[config.mk]
export PLATFORM = sky130hd
export DESIGN_NAME = pulse_swallow_div
export DESIGN_NICKNAME = d
export VERILOG_FILES = /design/src/rtl/sw_div_pkg.sv /design/src/rtl/sw_div_clamp.sv /design/src/rtl/sw_div_prescaler.sv /design/src/rtl/sw_div_main.sv /design/src/rtl/sw_div_ref.sv /design/src/rtl/pulse_swallow_div.sv
export SDC_FILE = /design/constraint.sdc
export NUM_CORES = 1
export LEC_CHECK = 0
export BUFFER_PORTS_ARGS = -buffer_cell sky130_fd_sc_hd__buf_2
export CORE_ASPECT_RATIO = 1.1
export CORE_MARGIN = 1
export CORE_UTILIZATION = 45
export DETAILED_ROUTE_END_ITERATION = 6
export PLACE_DENSITY = 0.66
export SYNTH_ARGS = -nofsm -noshare
export SYNTH_HDL_FRONTEND = slang
export SYNTH_SLANG_ARGS = --single-unit
[constraint.sdc]
create_clock -name clk -period 3.1 [get_ports clk]
set_input_delay 0 -clock clk [delete_from_list [all_inputs] [get_ports clk]]
set_output_delay 0 -clock clk [all_outputs]
set_load 0.005 [all_outputs]
[src/rtl/sw_div_pkg.sv]
package sw_div_pkg;
   localparam int unsigned SWD_N_W   = 11;
   localparam int unsigned SWD_A_W   = 7;
   localparam int unsigned SWD_R_W   = 14;
   localparam int unsigned SWD_N_MIN = 5;
   localparam int unsigned SWD_R_MIN = 5;

   typedef enum logic {
      PAIR_LOW  = 1'b0,
      PAIR_HIGH = 1'b1
   } pair_e;
endpackage

[src/rtl/sw_div_clamp.sv]
module sw_div_clamp #(
   parameter int unsigned N_W   = 11,
   parameter int unsigned A_W   = 7,
   parameter int unsigned R_W   = 14,
   parameter int unsigned N_MIN = 5,
   parameter int unsigned R_MIN = 5
) (
   input  logic [N_W-1:0] n_in,
   input  logic [A_W-1:0] a_in,
   input  logic [R_W-1:0] r_in,
   output logic [N_W-1:0] n_out,
   output logic [A_W-1:0] a_out,
   output logic [R_W-1:0] r_out,
   output logic           forced
);
   localparam logic [N_W-1:0] N_LO = N_W'(N_MIN);
   localparam logic [R_W-1:0] R_LO = R_W'(R_MIN);
   localparam int unsigned    CW   = (N_W > A_W) ? N_W : A_W;

   logic          n_low, r_low, a_high;
   logic [CW-1:0] a_wide, n_wide;

   generate
      if (N_MIN < 2) begin : g_bad_nmin
         $error("N_MIN must be at least 2");
      end
      if (R_MIN < 2) begin : g_bad_rmin
         $error("R_MIN must be at least 2");
      end
   endgenerate

   always_comb begin
      n_low  = (n_in < N_LO);
      n_out  = n_low ? N_LO : n_in;
      r_low  = (r_in < R_LO);
      r_out  = r_low ? R_LO : r_in;
      a_wide = CW'(a_in);
      n_wide = CW'(n_out);
      a_high = (a_wide >= n_wide);
      a_out  = a_high ? A_W'(n_wide - CW'(1)) : a_in;
      forced = n_low | r_low | a_high;
   end
endmodule

[src/rtl/sw_div_prescaler.sv]
module sw_div_prescaler #(
   parameter int unsigned P_LO = 32,
   parameter int unsigned P_HI = 64
) (
   input  logic clk,
   input  logic rst_n,
   input  logic hold,
   input  logic pair_hi,
   input  logic plus_one,
   output logic wrap
);
   localparam int unsigned PC_W = $clog2(P_HI + 1);

   logic [PC_W-1:0] cnt;
   logic [PC_W-1:0] last;

   generate
      if (P_LO < 2) begin : g_bad_plo
         $error("P_LO must be at least 2");
      end
      if (P_HI <= P_LO) begin : g_bad_phi
         $error("P_HI must exceed P_LO");
      end
   endgenerate

   always_comb begin
      last = pair_hi ? PC_W'(P_HI - 1) : PC_W'(P_LO - 1);
      last = last + PC_W'(plus_one);
      wrap = (cnt == last);
   end

   always_ff @(posedge clk or negedge rst_n) begin
      if (!rst_n)
         cnt <= '0;
      else if (hold || wrap)
         cnt <= '0;
      else
         cnt <= cnt + PC_W'(1);
   end
endmodule

[src/rtl/sw_div_main.sv]
module sw_div_main #(
   parameter int unsigned N_W = 11,
   parameter int unsigned A_W = 7
) (
   input  logic           clk,
   input  logic           rst_n,
   input  logic           hold,
   input  logic           wrap,
   input  logic [N_W-1:0] act_n,
   input  logic [A_W-1:0] nxt_a,
   output logic           term,
   output logic           plus_one
);
   logic [N_W-1:0] n_cnt;
   logic [A_W-1:0] sw_left;

   always_comb begin
      term     = wrap && (n_cnt == act_n - N_W'(1));
      plus_one = (sw_left != '0);
   end

   always_ff @(posedge clk or negedge rst_n) begin
      if (!rst_n) begin
         n_cnt   <= '0;
         sw_left <= '0;
      end else if (hold || term) begin
         n_cnt   <= '0;
         sw_left <= nxt_a;
      end else if (wrap) begin
         n_cnt <= n_cnt + N_W'(1);
         if (sw_left != '0)
            sw_left <= sw_left - A_W'(1);
      end
   end

   // swallow count is used up before the main count closes the period
   a_r2_swallow_done: assert property (@(posedge clk) disable iff (!rst_n)
      (term && !hold) |-> (sw_left == '0));

   // the prescaler leaves P+1 only on one of its own wraps
   a_r2_drop_on_wrap: assert property (@(posedge clk) disable iff (!rst_n)
      ($fell(plus_one) && !$past(hold)) |-> $past(wrap));
endmodule

[src/rtl/sw_div_ref.sv]
module sw_div_ref #(
   parameter int unsigned R_W = 14
) (
   input  logic           clk,
   input  logic           rst_n,
   input  logic           hold,
   input  logic           tick,
   input  logic [R_W-1:0] nxt_r,
   output logic           wrap
);
   logic [R_W-1:0] act_r;
   logic [R_W-1:0] r_cnt;

   always_comb wrap = tick && (r_cnt == act_r - R_W'(1));

   always_ff @(posedge clk or negedge rst_n) begin
      if (!rst_n) begin
         r_cnt <= '0;
         act_r <= '1;
      end else if (hold || wrap) begin
         r_cnt <= '0;
         act_r <= nxt_r;
      end else if (tick) begin
         r_cnt <= r_cnt + R_W'(1);
      end
   end
endmodule

[src/rtl/pulse_swallow_div.sv]
module pulse_swallow_div
   import sw_div_pkg::*;
#(
   parameter int unsigned P_LO      = 32,
   parameter int unsigned P_HI      = 64,
   parameter int unsigned N_W       = SWD_N_W,
   parameter int unsigned A_W       = SWD_A_W,
   parameter int unsigned R_W       = SWD_R_W,
   parameter int unsigned N_MIN     = SWD_N_MIN,
   parameter int unsigned R_MIN     = SWD_R_MIN,
   parameter bit          PULSE_REG = 1'b1
) (
   input  logic           clk,
   input  logic           rst_n,
   input  logic           pwr_save,
   input  logic           pair_sel,
   input  logic [N_W-1:0] n_set,
   input  logic [A_W-1:0] a_set,
   input  logic [R_W-1:0] r_set,
   input  logic           ref_tick,
   output logic           osc_pulse,
   output logic           ref_pulse,
   output logic           mod_hi,
   output logic           cfg_err
);
   logic [N_W-1:0] n_c;
   logic [A_W-1:0] a_c;
   logic [R_W-1:0] r_c;
   logic           forced;
   logic           run_q;
   logic           hold;
   logic [N_W-1:0] act_n;
   pair_e          act_pair;
   logic           pre_wrap;
   logic           term;
   logic           plus_one;
   logic           r_wrap;

   generate
      if (A_W >= N_W) begin : g_bad_aw
         $error("A_W must be narrower than N_W");
      end
   endgenerate

   sw_div_clamp #(
      .N_W(N_W), .A_W(A_W), .R_W(R_W), .N_MIN(N_MIN), .R_MIN(R_MIN)
   ) u_clamp (
      .n_in(n_set), .a_in(a_set), .r_in(r_set),
      .n_out(n_c), .a_out(a_c), .r_out(r_c), .forced(forced)
   );

   always_comb hold = pwr_save | ~run_q;

   always_ff @(posedge clk or negedge rst_n) begin
      if (!rst_n) begin
         run_q    <= 1'b0;
         act_n    <= N_W'(N_MIN);
         act_pair <= PAIR_LOW;
         cfg_err  <= 1'b0;
      end else begin
         run_q   <= 1'b1;
         cfg_err <= forced;
         if (hold || term) begin
            act_n    <= n_c;
            act_pair <= pair_e'(pair_sel);
         end
      end
   end

   sw_div_prescaler #(.P_LO(P_LO), .P_HI(P_HI)) u_pre (
      .clk(clk), .rst_n(rst_n), .hold(hold),
      .pair_hi(act_pair == PAIR_HIGH), .plus_one(plus_one), .wrap(pre_wrap)
   );

   sw_div_main #(.N_W(N_W), .A_W(A_W)) u_main (
      .clk(clk), .rst_n(rst_n), .hold(hold), .wrap(pre_wrap),
      .act_n(act_n), .nxt_a(a_c), .term(term), .plus_one(plus_one)
   );

   sw_div_ref #(.R_W(R_W)) u_ref (
      .clk(clk), .rst_n(rst_n), .hold(hold), .tick(ref_tick),
      .nxt_r(r_c), .wrap(r_wrap)
   );

   always_comb mod_hi = plus_one & ~hold;

   generate
      if (PULSE_REG) begin : g_pulse_ff
         always_ff @(posedge clk or negedge rst_n) begin
            if (!rst_n) begin
               osc_pulse <= 1'b0;
               ref_pulse <= 1'b0;
            end else begin
               osc_pulse <= term & ~hold;
               ref_pulse <= r_wrap & ~hold;
            end
         end
      end else begin : g_pulse_comb
         always_comb begin
            osc_pulse = term & ~hold;
            ref_pulse = r_wrap & ~hold;
         end
      end
   endgenerate

   a_r3_osc_single: assert property (@(posedge clk) disable iff (!rst_n)
      osc_pulse |=> !osc_pulse);

   a_r3_ref_single: assert property (@(posedge clk) disable iff (!rst_n)
      ref_pulse |=> !ref_pulse);

   a_r6_quiet_standby: assert property (@(posedge clk) disable iff (!rst_n)
      (pwr_save && $past(pwr_save)) |-> (!osc_pulse && !ref_pulse && !mod_hi));

   a_r5_n_legal: assert property (@(posedge clk) disable iff (!rst_n)
      act_n >= N_W'(N_MIN));
endmodule

Yosys cells after proc, flatten, opt, wreduce, memory -nomap -nowiden
Cells that the tools add are included.
{"block": "op_classes", "n_addsub": 8, "n_lt_le_gt_ge": 3, "n_eq_ne": 3, "muxes": 12, "bitwise_logic": 8, "n_reduce_logical": 10}
{"operator": "2-to-1 mux 14 bit", "count": 3}
{"operator": "2-to-1 mux 7 bit", "count": 5}
{"operator": "2-to-1 mux 11 bit", "count": 3}
{"operator": "adder 14 x 1 -> 14 bit, second input constant", "count": 1}
{"operator": "== test 14 bit", "count": 1}
{"operator": "less-than comparator 14 x 3 -> 1 bit, second input constant", "count": 1}
{"operator": "subtractor 14 x 1 -> 14 bit, second input constant", "count": 1}
{"operator": "subtractor 7 x 1 -> 7 bit, second input constant", "count": 2}
{"operator": "adder 11 x 1 -> 11 bit, second input constant", "count": 1}
{"operator": "== test 11 bit", "count": 1}
{"operator": "greater-or-equal comparator 7 x 11 -> 1 bit", "count": 1}
{"operator": "less-than comparator 11 x 3 -> 1 bit, second input constant", "count": 1}
{"operator": "subtractor 11 x 1 -> 11 bit, second input constant", "count": 1}
{"operator": "adder 7 x 1 -> 7 bit", "count": 1}
{"operator": "adder 7 x 1 -> 7 bit, second input constant", "count": 1}
{"operator": "== test 7 bit", "count": 1}
{"operator": "nonzero test 7 bit", "count": 1}
{"operator": "2-to-1 mux 6 bit", "count": 1}
{"operator": "nonzero test 2 bit", "count": 3}
{"operator": "AND 1 bit", "count": 3}
{"operator": "logical OR 1 bit", "count": 3}
{"operator": "OR 1 bit", "count": 3}
{"operator": "logical AND 1 bit", "count": 2}
{"operator": "NOT 1 bit", "count": 2}
{"operator": "AND reduction 2 bit", "count": 1}
{"block": "word_totals", "register_bits": 69, "inputBits": 37, "out_inout_bits": 4, "word_cells": 55}

Logic depth before layout (Yosys ltp)
Gate-level depths: netlist of run 1.
{"block": "depth", "word_depth": 7, "ltp_mapped": 13, "mapped_depth_nobuf": 12}

Cells and area by module
A second synthesis of run 1 with hierarchy kept.
{"block": "unflattened", "cells_unflattened": 458, "area_unflattened_um2": 4580.6}
{"module": "sw_div_ref", "instances": 1, "cells_per_inst": 163, "area_per_inst_um2": 1722.9, "seq_area_each_um2": 718.2}
{"module": "sw_div_main", "instances": 1, "cells_per_inst": 134, "area_per_inst_um2": 1275.0, "seq_area_each_um2": 450.4}
{"module": "pulse_swallow_div", "instances": 1, "cells_per_inst": 36, "area_per_inst_um2": 603.1, "seq_area_each_um2": 402.9}
{"module": "sw_div_clamp", "instances": 1, "cells_per_inst": 85, "area_per_inst_um2": 541.8, "seq_area_each_um2": 0.0}
{"module": "sw_div_prescaler", "instances": 1, "cells_per_inst": 40, "area_per_inst_um2": 437.9, "seq_area_each_um2": 175.2}

Worst setup path after synthesis of run 1
Ideal clock, no wire load.
{"block": "synth_timing", "kind": "register to register", "start": "reg u_main.sw_left[2]", "end": "reg act_n[6]", "t_arrival_ps": 2971, "slack_ps": 50, "path_stages_with_launch": 12, "path_cell_list": "dfrtp_1 nor4_1 nand2_1 ha_1 xnor2_1 nand2_1 o21ba_2 nand4_1 a311o_1 nand2_1 clkbuf_1 mux2i_1"}
{"block": "synth_via", "elab_chain_cells": 5}
{"item": "start, declared", "line": "sw_div_main.sv:15", "rtl": "logic [A_W-1:0] sw_left;"}
{"item": "start signal, assigned", "line": "sw_div_main.sv:28", "rtl": "sw_left <= nxt_a;"}
{"item": "start signal, assigned", "line": "sw_div_main.sv:32", "rtl": "sw_left <= sw_left - A_W'(1);"}
{"item": "nonzero test 7 bit", "line": "sw_div_main.sv:19", "rtl": "plus_one = (sw_left != '0);"}
{"item": "adder 7 x 1 -> 7 bit", "line": "sw_div_prescaler.sv:28", "rtl": "last = last + PC_W'(plus_one);"}
{"item": "== test 7 bit", "line": "sw_div_prescaler.sv:29", "rtl": "wrap = (cnt == last);"}
{"item": "logical AND 1 bit", "line": "sw_div_main.sv:18", "rtl": "term = wrap && (n_cnt == act_n - N_W'(1));"}
{"item": "logical OR 1 bit", "line": "pulse_swallow_div.sv:63", "rtl": "if (hold || term) begin"}
{"item": "end signal, assigned", "line": "pulse_swallow_div.sv:57", "rtl": "act_n <= N_W'(N_MIN);"}
{"item": "end signal, assigned", "line": "pulse_swallow_div.sv:64", "rtl": "act_n <= n_c;"}
{"item": "end, declared", "line": "pulse_swallow_div.sv:32", "rtl": "logic [N_W-1:0] act_n;"}
Every way passes these cells.
A chain may end at the register's enable or synchronous reset.

Worst setup path after layout of run 1
{"block": "layout_timing", "start": "in n_set[9]", "end": "reg u_main.sw_left[1]"}
{"block": "layout_via", "elab_chain_cells": 5, "elab_cells_between_ends": 6}
{"item": "start, declared", "line": "pulse_swallow_div.sv:17", "rtl": "input logic [N_W-1:0] n_set,"}
{"item": "less-than comparator 11 x 3 -> 1 bit *", "line": "sw_div_clamp.sv:33", "rtl": "n_low = (n_in < N_LO);"}
{"item": "2-to-1 mux 11 bit *", "line": "sw_div_clamp.sv:34", "rtl": "n_out = n_low ? N_LO : n_in;"}
{"item": "net n_c[0]", "line": "pulse_swallow_div.sv:26", "rtl": "logic [N_W-1:0] n_c;"}
{"item": "greater-or-equal comparator 7 x 11 -> 1 bit / subtractor 7 x 1 -> 7 bit (equally long branches)", "line": "sw_div_clamp.sv:39, sw_div_clamp.sv:40"}
{"item": "2-to-1 mux 7 bit *", "line": "sw_div_clamp.sv:40", "rtl": "a_out = a_high ? A_W'(n_wide - CW'(1)) : a_in;"}
{"item": "2-to-1 mux 7 bit *", "line": "sw_div_main.sv:26", "rtl": "end else if (hold || term) begin"}
Mark *: on every way through the listed nets, which the timed path passes. The rest lies on a longest branch.

==> metrics.md, run 1 <==
| Metric | Value |
|---|---|
| H-tree depth | `3` |
| Slowest CP cell | `or4_1` |
| Global route total overflow | `0` |
| Placed Cells | `606` |
| Pwr per Cell Area | `about 410 mW/mm2` |
| Max-Cap Viols | `0` |
| FFs w/ async S/R, synth | `100%` |
| Layout cells sized above 1 | `23.0%` |
| Clock-pin slew on the worst setup and hold paths | `0.08 ns` |
| Outcome | `finished, final reports clean` |
| First-pass detailed-route iteration total | `4` |
| CP peak stage delay | `0.62 ns` |
| TritonCTS clock tree | `done` |
| Final Hold Viols | `0` |
| Critical-path cell list | `dlygate4sd3_1 > buf_2 > or4_1 > nor3_4 > a21oi_1 > inv_1 > ha_1 > nand2b_1 > a21o_1 > a21oi_1 > o21ai_0 > nand2b_1 > buf_12 > mux2i_1 > mux2i_1` |
| Core Rows | `37` |
| Worst-skew pair later-pin latency | `between 0.3 and 0.4 ns` |
| Iteration-0 DRC Markers | `140` |
| Type of element capturing the critical path | `flip-flop` |
| Minimum clock period | `about 3 ns` |
| Final cell count without fillers | `660` |
| Synth Area in XOR/XNOR | `13.1%` |
| PortBufs | `40` |
| Worst vdd ir | `~370 uV` |
| Final routed DRC violation total | `0` |
| EDFF count, synth | `0` |
| Area grow syn2layout | `25.3%` |
| Syn Std Cell Area | `0.00435 mm2` |
| Setup violations, final | `0` |
| Core Box Area | `0.00940 mm2` |
| Avg Vias per Cell | `~5.5` |
| Final period utilization | `a little over nine tenths` |
| Starting Density | `46.3%` |
| FMAX | `about 330 MHz` |
| Largest family of logic cells by synthesized area | `simple AND/OR/NAND/NOR gates` |
| Syn nets | `~500` |
| Detailed-route via count | `3636` |
| WL final | `between 10 and 15 mm` |
| Slew Viols, Final | `0` |
| GRT Total Usage | `between 20% and 30%` |
| Initial antenna violation count | `0` |
| Antenna Nets Post-Route | `0` |
| Root Buffer | `clkbuf_8` |
| Gpl congestion | `around 0.92` |
| WP data arrival | `~3.2 ns` |
| Compound-Gate Fraction of Synth Area | `between 7 and 8%` |
| Synth Register Bits | `69` |
| # clock sinks | `slightly below 70` |
| Largest net degree at the start of global routing | `48` |
| Post-Synth Simple-Gate Area | `between 20% and 30%` |
| Post-Route Skew | `0.0181 ns` |
| First-pass GRT wire length | `~17 mm` |
| Most common cell after layout, fill and taps aside | `dfrtp_1` |
| Critical Path RT | `between 3 and 4 ns` |
| Lkg Pwr | `about 2.5 nW` |
| Total Neg Setup Slack | `0 ns` |
| Setup CP Type | `input pin to flip-flop` |
| HPWL after DPL | `between 7 and 8 mm` |
| Startpoint Class | `input pin` |
| Slew @ Worst Pin | `between 1 and 1.5 ns` |
| Worst hold margin | `around 0.0063 ns` |
| Die X | `roughly 96 um` |
| Fillers | `roughly 830` |
| Antenna Cells | `0` |
| Die Y | `roughly 110 um` |
| Sequential area share after synthesis | `about 40%` |
| Rel. slew slack | `between 30% and 40%` |
| Syn avg cell area | `between 9 and 10 um2` |
| Synth area leaders | `dfrtp_1 30%, dfstp_2 9.7%, xnor2_1 7.8%` |
| Gate Count Post-Synth | `approximately 450` |
| Synth top area share | `between 30% and 40%` |
| Io pins | `between 40 and 50` |
| Num CTS Buffers | `9` |
| Design Power | `~0.0023 W` |
| Max clock buf depth | `2` |
| WL per Instance | `15.5 um` |
| Most frequent cells in the layout | `53 x dfrtp_1, 48 x nor2_1, 40 x buf_2` |
| Adder-Cell Fraction of Synth Area | `between 4 and 5%` |
| Hold crit path type | `input pin to flip-flop` |
| Crit path max fanout | `6` |
| Primary FF master, synth | `dfrtp_1` |
| Vias in the first global route | `around 3600` |
| Cell variety after synth | `54` |
| Multiplexer share of the synthesized area | `a little over a tenth` |
| Yosys top cell by area | `dfrtp_1` |
| YS warnings | `0` |
| Die area | `roughly 0.01 mm2` |
| Fin nets | `591` |
[final timing paths]
| path | start | endpoint | slack [ns] | cells after the start |
|---|---|---|---|---|
| max | n_set[9] | u_main.sw_left[1]$_DFFE_PN0P_ | 0.10 | 15 |
| min | a_set[6] | u_main.sw_left[6]$_DFFE_PN0P_ | 0.006 | 3 |
| max reg2reg | u_ref.act_r[5]$_DFFE_PN1N_ | u_ref.act_r[4]$_DFFE_PN1N_ | 0.14 | 8 |
| min reg2reg | act_n[2]$_DFFE_PN1N_ | act_n[2]$_DFFE_PN1N_ | 0.51 | 2 |
| max in group asynchronous | rst_n | u_ref.act_r[2]$_DFFE_PN1N_ | 1.86 | 3 |
| min in group asynchronous | rst_n | act_n[1]$_DFFE_PN0N_ | 0.35 | 2 |
[cells in the mapped netlist, drive strengths merged, types with 2 or more instances]
| library cell | n |
|---|---|
| a21o | 3 |
| mux2 | 20 |
| and2 | 2 |
| dfstp | 16 |
| a311oi | 2 |
| nor4 | 9 |
| and4 | 2 |
| nor2 | 48 |
| nand2b | 5 |
| inv | 20 |
| xnor2 | 39 |
| nand2 | 29 |
| a31oi | 7 |
| dfrtp | 53 |
| nand3b | 3 |
| ha | 16 |
| a211o | 2 |
| nand4 | 11 |
| a21oi | 8 |
| o2111ai | 2 |
| o21ai | 11 |
| nand3 | 18 |
| a211oi | 3 |
| mux2i | 24 |
| or4 | 5 |
| or3 | 5 |
| and3 | 7 |
| nor3 | 13 |
| nor2b | 8 |
| xor2 | 26 |
| clkbuf | 8 |
| buf | 3 |
| or4b | 2 |
| and3b | 2 |
[state kept, by name (all words and copies together) (netlist names)]
register and count:
u_main.sw_left 7, run_q 1, u_pre.cnt 7, u_ref.r_cnt 14
u_ref.act_r 14, u_main.n_cnt 11, ref_pulse 1, act_pair 1
cfg_err 1, osc_pulse 1, act_n 11
[power by group]
group / internal [W] / switching, W / leakage [nW]
combinational: 0.000200 / 0.000186 / 1.48
clock: 0.000482 / 0.000380 / 0.113
sequential: 0.000958 / 0.0000573 / 0.865
total: 0.00164 / 0.000624 / 2.46
[metal layers]
layer | share of wire [%] | global-route usage [%]
met4 | 3.1 | 11.9
met5 | 0 | 0
met3 | 3.2 | 3.35
met2 | 51 | 37.1
met1 | 43 | 26.1
[critical path: cells and delay by family]
| kind | cells | cell delay [ns] |
|---|---|---|
| buffers and inverters | 4 | 0.91 |
| and+or+nand+nor | 4 | 1.17 |
| AOI/OAI and AO/OA | 4 | 0.55 |
| muxes | 2 | 0.39 |
| adders and majority gates | 1 | 0.21 |
[area by class of cell]
class	instances	area (um2)	area share, %
Clock buffer	10	138	2.52
Clock inverter	6	93.8	1.72
Inverter	20	75.1	1.38
Multi-Input combinational cell	346	2510	46.1
Sequential cell	69	1750	32.0
Tap cell	117	146	2.68
Timing Repair Buffer	92	744	13.6
[through the flow]
stage,cell area (um2),setup slack (ns),utilization [%]
2_1_floorplan,4350,0.0500,-
3_3_place_gp,4790,0.117,50.9
3_5_place_dp,4790,0.0628,50.9
4_1_cts,5330,0.0376,56.7
5_1_grt,5460,-0.00988,58.1
6_report,5460,0.101,58.1
[logic make-up (layout without fill, tap and decap cells)]
logic type | count (synthesis) | in the layout
fa+ha+maj | 16 | 16
simple gates | 172 | 172
xor+xnor | 65 | 65
flops | 69 | 69
mux | 44 | 44
buf+inv | 31 | 128
compound gates | 48 | 48
other cells | 1 | 1
[repair_timing]
item | CTS | global route
hold buffers | 31 | 0
endpoints found under the hold margin | 71 | 0
gates resized for setup | 0 | 9
setup buffers | 0 | 5
endpoints found under the setup margin | 0 | 34
No activity file was read; power rests on OpenSTA's default activity.
==> run 2: changes to the inputs <==
--- a/config.mk
+++ b/config.mk
@@ -5,12 +5,11 @@
 export SDC_FILE = /design/constraint.sdc
 export NUM_CORES = 1
 export LEC_CHECK = 0
-export BUFFER_PORTS_ARGS = -buffer_cell sky130_fd_sc_hd__buf_2
 export CORE_ASPECT_RATIO = 1.1
 export CORE_MARGIN = 1
 export CORE_UTILIZATION = 45
 export DETAILED_ROUTE_END_ITERATION = 6
-export PLACE_DENSITY = 0.66
+export DONT_BUFFER_PORTS = 1
 export SYNTH_ARGS = -nofsm -noshare
 export SYNTH_HDL_FRONTEND = slang
 export SYNTH_SLANG_ARGS = --single-unit
==> run 2 against run 1 <==
Compared with the run above:
- global-route usage down 0.35 points
- combinational power down 8.0%
- flip-flop and latch count did not move
- non-clock buffer count decreased by 40
- sequential power hardly changed
- design area fell by 4.3%
- clock skew barely moved
- worst hold slack worse by 0.0028 ns
- power decreased by 7.4%
==> metrics.md, run 2 (synthesis gave the netlist of run 1 again) <==
| Metric | Value |
|---|---|
| Outcome | `finished, final reports clean` |
| HPWL after DPL | `6.90 mm (-3.4%)` |
| PortBufs | `0 (-100%)` |
| WP data arrival | `3.22 ns (about the same)` |
| Avg Vias per Cell | `5.55 (+0.80%)` |
| Slew Viols, Final | `0 (unchanged)` |
| Met2 GRT Util | `36.6% (-0.51 points)` |
| First-pass detailed-route iteration total | `4 (unchanged)` |
| Setup CP Type | `flip-flop to flip-flop` |
| Global route total overflow | `0 (unchanged)` |
| First-pass GRT wire length | `16.6 mm (-1.4%)` |
| Gpl congestion | `0.825 (-10%)` |
| Antenna Nets Post-Route | `0 (unchanged)` |
| Core Rows | `37 (unchanged)` |
| Pwr per Cell Area | `401 mW/mm2 (-3.2%)` |
| Root Buffer | `clkbuf_8` |
| Type of element capturing the critical path | `flip-flop` |
| Top flop regs | `u_ref.act_r x14, u_ref.r_cnt x14` |
| WL final | `9.98 mm (-2.5%)` |
| TritonCTS clock tree | `done` |
| Antenna Cells | `0 (unchanged)` |
| Max-Cap Viols | `0 (unchanged)` |
| Most frequent cells in the layout | `53 x dfrtp_1, 48 x nor2_1, 39 x xnor2_1` |
| Die Y | `105 um (unchanged)` |
| Setup ws final | `0.160 ns (+0.0594 ns)` |
| Post-Route Skew | `0.0181 ns (+0.0000751 ns)` |
| FMAX | `340 MHz (+2.0%)` |
| Die X | `95.8 um (unchanged)` |
| Final routed DRC violation total | `0 (unchanged)` |
| Die area | `0.0101 mm2 (unchanged)` |
| Iteration-0 DRC Markers | `155 (+11%)` |
| Detailed-route via count | `3443 (-5.3%)` |
| Worst vdd ir | `253 uV (-32%)` |
| Reg-to-reg slack, setup | `0.16 ns (+0.02 ns)` |
| Hold crit path type | `input pin to flip-flop` |
| Starting Density | `46.3% (unchanged)` |
| M1 GR Usage | `25.4% (-0.67 points)` |
| Initial antenna violation count | `0 (unchanged)` |
| Layout cells sized above 1 | `15.5% (-7.5 points)` |
| Rel. slew slack | `51.8% (+22 points)` |
| H-tree depth | `3 (unchanged)` |
| Io pins | `41 (unchanged)` |
| # clock sinks | `69 (unchanged)` |
| Final Hold Viols | `0 (unchanged)` |
| Grt met3 use | `4.51% (+1.2 points)` |
| Setup violations, final | `0 (unchanged)` |
| Worst hold margin | `0.00353 ns (-0.00276 ns)` |
| Setup WS pre-CTS | `0.0687 ns (+0.00592 ns)` |
| Startpoint Class | `flip-flop` |
| Lkg Pwr | `2.27 nW (-7.7%)` |
| Most common cell after layout, fill and taps aside | `dfrtp_1` |
| Final Core Density | `55.6% (-2.5 points)` |
| GRT Total Usage | `21.6% (-0.35 points)` |
| WL per Instance | `16.1 um (+3.8%)` |
| GRT busiest layer | `met2` |
| Largest net degree at the start of global routing | `70 (+46%)` |
| Crit path max fanout | `14 (+8)` |
| Total Neg Setup Slack | `0 ns (unchanged)` |
| Critical Path RT | `3.38 ns (+0.05 ns)` |
| Area grow syn2layout | `20.0%` |
| Clock-pin slew on the worst setup and hold paths | `0.07 ns (about the same)` |
| Slew @ Worst Pin | `0.721 ns (-0.328 ns)` |
| Vias in the first global route | `3499 (-3.8%)` |
| Max clock buf depth | `2 (unchanged)` |
| Fin nets | `551 (-6.8%)` |
| Design Power | `0.00210 W (-7.4%)` |
| Num CTS Buffers | `9 (unchanged)` |
| Core Box Area | `0.00940 mm2 (unchanged)` |
| Final period utilization | `94.8% (-1.9 points)` |
| Worst-skew pair later-pin latency | `0.36 ns (about the same)` |
| Minimum clock period | `2.94 ns (-0.0594 ns)` |
==> run 2: changes by cell type in the layout (fill, tap and decap cells not counted), sizes merged <==
cell         before  now
bufinv            2    1
clkinv            1    5
dlygate4sd3      31   36
inv              22   20
buf              59   14
clkbuf           12   11
==> run 2: path summary, 6_finish.rpt <==
| check | startpoint | endpoint | depth (start not counted) |
|---|---|---|---|
| hold / removal | n_set[0] | act_n[0]$_DFFE_PN1N_ | 3 |
| setup / recovery | u_ref.act_r[5]$_DFFE_PN1N_ | u_ref.act_r[5]$_DFFE_PN1N_ | 8 |
| min in group asynchronous | rst_n | osc_pulse$_DFF_PN0_ | 2 |
| max in group asynchronous | rst_n | u_ref.act_r[3]$_DFFE_PN1N_ | 2 |
| hold reg to reg | u_ref.act_r[1]$_DFFE_PN1N_ | u_ref.act_r[1]$_DFFE_PN1N_ | 2 |
| setup reg to reg | u_ref.act_r[5]$_DFFE_PN1N_ | u_ref.act_r[5]$_DFFE_PN1N_ | 8 |
==> run 2: routing by layer <==
metal	wire [um]	part of all wire [%]
met5	0	0
met4	291	2.9
met3	331	3.3
met2	5210	52
met1	4150	42
==> run 2: worst max-delay path, stage by stage, from the launching register on <==
cell	delay (ns)
dfstp_2	0.41
or4_4	0.55
or3_1	0.36
a211o_1	0.33
o21a_1	0.12
or3_4	0.33
o31ai_4	0.23
buf_12	0.19
mux2_2	0.34
==> run 2: area by class of cell <==
class / count / area [um2]
clock inverters: 7 / 66.3
flip-flops and latches: 69 / 1750
inverters: 20 / 75.1
repair buffers: 52 / 564
fillers: 850 / 4170
clock buffers: 9 / 124
multi-input cells: 346 / 2500
well taps: 117 / 146
==> run 2: what timing repair did <==
item	in CTS	in global routing
hold buffers	37	0
buffers inserted	0	3
resized for setup	0	9
hold endpoints to repair	110	0
setup endpoints to repair	0	33
==> run 2: metrics by stage <==
| step | instances | area [um2] |
|---|---|---|
| detailed placement | 562 | 4540 |
| floorplan | 446 | 4350 |
| global route | 620 | 5220 |
| CTS | 615 | 5120 |
| finish | 620 | 5220 |
| global placement | 562 | 4540 |
==> run 2: where the power goes <==
| part | internal, W | switching (W) | total (W) |
|---|---|---|---|
| clock | 0.000367 | 0.000358 | 0.000725 |
| sequential | 0.000958 | 0.0000573 | 0.00102 |
| combinational | 0.000185 | 0.000169 | 0.000355 |
==> run 3: changes to the inputs <==
--- a/config.mk
+++ b/config.mk
@@ -10,6 +10,8 @@
 export CORE_UTILIZATION = 45
 export DETAILED_ROUTE_END_ITERATION = 6
 export DONT_BUFFER_PORTS = 1
+export HOLD_SLACK_MARGIN = 0.06
+export PLACE_DENSITY_LB_ADDON = 0.3
 export SYNTH_ARGS = -nofsm -noshare
 export SYNTH_HDL_FRONTEND = slang
 export SYNTH_SLANG_ARGS = --single-unit
==> run 3 against run 2 <==
Compared with the run above:
- power down 0.38%
- clock skew is 0.0066 ns lower
- sequential power hardly changed
- global-route usage down 0.70 points
- register-to-register slack got worse by 0.08 ns
- first-iteration DRC count is 26% lower
- design area decreased by 0.74%
- routed wire length is 2.8% lower
- highest routed layer unchanged
==> metrics.md, run 3 (synthesis gave the netlist of run 1 again) <==
| Metric | Value |
|---|---|
| Setup violations, final | `0 (unchanged)` |
| Slew Viols, Final | `0 (unchanged)` |
| Io pins | `41 (unchanged)` |
| Layout cells sized above 1 | `14.4% (-1.1 points)` |
| Gpl congestion | `0.882 (+6.9%)` |
| Lkg Pwr | `2.24 nW (-1.3%)` |
| Placed Area | `0.00454 mm2 (-0.17%)` |
| Outcome | `finished, final reports clean` |
| PortBufs | `0 (unchanged)` |
| HPWL after DPL | `6.82 mm (-1.1%)` |
| Worst hold start | `r_set[0]` |
| Rel. slew slack | `56.9% (+5.0 points)` |
| Post-Route Skew | `0.0115 ns (-0.00664 ns)` |
| Detailed-route via count | `3435 (-0.23%)` |
| Max clock buf depth | `2 (unchanged)` |
| WL final | `9.70 mm (-2.8%)` |
| Slew @ Worst Pin | `0.646 ns (-0.0755 ns)` |
| Reg area | `0.00175 mm2 (unchanged)` |
| H-tree depth | `3 (unchanged)` |
| # clock sinks | `69 (unchanged)` |
| Worst vdd ir | `200 uV (-21%)` |
| Avg Vias per Cell | `5.57 (+0.25%)` |
| Final routed DRC violation total | `0 (unchanged)` |
| Worst R2R Start | `u_ref.act_r[5]$_DFFE_PN1N_` |
| First-pass detailed-route iteration total | `4 (unchanged)` |
| WL per Instance | `15.7 um (-2.3%)` |
| Hold crit path type | `input pin to flip-flop` |
| Crit path max fanout | `28 (+14)` |
| Startpoint Class | `flip-flop` |
| Area grow syn2layout | `19.1%` |
| Final period utilization | `97.5% (+2.7 points)` |
| Setup CP Type | `flip-flop to flip-flop` |
| Initial antenna violation count | `0 (unchanged)` |
| Antenna Nets Post-Route | `0 (unchanged)` |
| Starting Density | `46.3% (unchanged)` |
| WP data arrival | `3.29 ns (+0.07 ns)` |
| Footprint of the multi-input gates | `0.00249 mm2 (-0.25%)` |
| TritonCTS clock tree | `done` |
| Critical Path RT | `3.37 ns (about the same)` |
| Total Neg Setup Slack | `0 ns (unchanged)` |
| Antenna Cells | `0 (unchanged)` |
| Vias in the first global route | `3431 (-1.9%)` |
| Global route total overflow | `0 (unchanged)` |
| Num CTS Buffers | `9 (unchanged)` |
| Core Rows | `37 (unchanged)` |
| FMAX | `331 MHz (-2.8%)` |
| Die area | `0.0101 mm2 (unchanged)` |
| GRT Total Usage | `20.9% (-0.70 points)` |
| Largest net degree at the start of global routing | `70 (unchanged)` |
| Max-Cap Viols | `0 (unchanged)` |
| Type of element capturing the critical path | `flip-flop` |
| Pwr per Cell Area | `403 mW/mm2 (+0.37%)` |
| Top flop regs | `u_ref.act_r x14, u_ref.r_cnt x14` |
| Core Box Area | `0.00940 mm2 (unchanged)` |
| Iteration-0 DRC Markers | `114 (-26%)` |
| Critical Path Source | `u_ref.act_r[5]$_DFFE_PN1N_` |
| Die X | `95.8 um (unchanged)` |
| Worst-skew pair later-pin latency | `0.35 ns (about the same)` |
| First-pass GRT wire length | `16.2 mm (-2.4%)` |
| Die Y | `105 um (unchanged)` |
| Design Area, Final | `0.00518 mm2 (-0.74%)` |
| Most frequent cells in the layout | `53 x dfrtp_1, 48 x nor2_1, 39 x xnor2_1` |
| Final Hold Viols | `0 (unchanged)` |
| Root Buffer | `clkbuf_8` |
| Fin nets | `548 (-0.54%)` |
| Clock-pin slew on the worst setup and hold paths | `0.08 ns (about the same)` |
| Setup bufs post-CTS | `0 (unchanged)` |
| Most common cell after layout, fill and taps aside | `dfrtp_1` |
| Minimum clock period | `3.02 ns (+0.0838 ns)` |
| Fillers | `816 (-4.0%)` |
==> run 3: cell count changes in the layout (fill, tap and decap cells not counted), moves of 2 or more <==
cell / delta
dlygate4sd3_1: +2
clkbuf_1: +2
buf_4: -4
clkinv_2: -2
==> run 3: where the power goes <==
part           leakage (nW)  internal, W  switching [W]
Clock                0.0964     0.000392       0.000333
Sequential            0.865     0.000958      0.0000565
Combinational          1.28     0.000179       0.000168
Total                  2.24      0.00153       0.000558
==> run 3: cell type report <==
cell class | count | share of cell area, %
multi-input cells | 346 | 48.1
flip-flops and latches | 69 | 33.7
repair buffers | 49 | 10.2
well taps | 117 | 2.82
clock buffers | 12 | 2.80
inverters | 20 | 1.45
clock inverters | 4 | 0.917
==> run 3: per-stage QoR <==
step                std cells  hold WS, ns  util, %  power [W]  setup slack (ns)
finish                    617       0.0831     55.2    0.00209            0.0764
global placement          561       -0.293     48.3    0.00129            0.0949
floorplan                 446       -0.296        -    0.00124            0.0500
CTS                       616       0.0657     54.7    0.00210            0.0411
detailed placement        561       -0.293     48.3    0.00130            0.0128
global route              617       0.0879     55.2    0.00220           -0.0102
==> run 3: worst paths after layout <==
check,depth (start not counted),end,slack [ns]
worst min-delay path,3,cfg_err$_DFF_PN0_,0.08
worst min register to register,2,u_ref.act_r[1]$_DFFE_PN1N_,0.51
worst max-delay path,8,u_ref.act_r[7]$_DFFE_PN1N_,0.08
max in group asynchronous,2,u_ref.act_r[7]$_DFFE_PN1N_,2.57
min in group asynchronous,2,u_pre.cnt[5]$_DFF_PN0_,0.20
worst max register to register,8,u_ref.act_r[7]$_DFFE_PN1N_,0.08
==> run 3: per-layer routing <==
metal  vias to the layer above  GRT usage (%)  routed length, um
met5                         -              0                  0
met4                         0           7.89                249
met3                        18           4.15                363
met2                        65           36.5               4990
met1                      1671           24.7               4100
li1                       1681              -                  -
==> run 3: what timing repair did <==
item                                    4_1_cts  5_1_grt
resized for setup                             1        6
gates cloned                                  0        1
hold buffers                                 39        0
endpoints found under the hold margin       116        0
endpoints found under the setup margin        1       17
pin swaps                                     0        1
==> run 3: critical path, stage by stage, from the launching register on <==
cell and delay (ns):
dfstp_2 0.41, or4_4 0.55, or3_1 0.34, a211o_1 0.33
o21a_1 0.12, or3_4 0.33, o31ai_4 0.26, buf_12 0.22
mux2_2 0.36
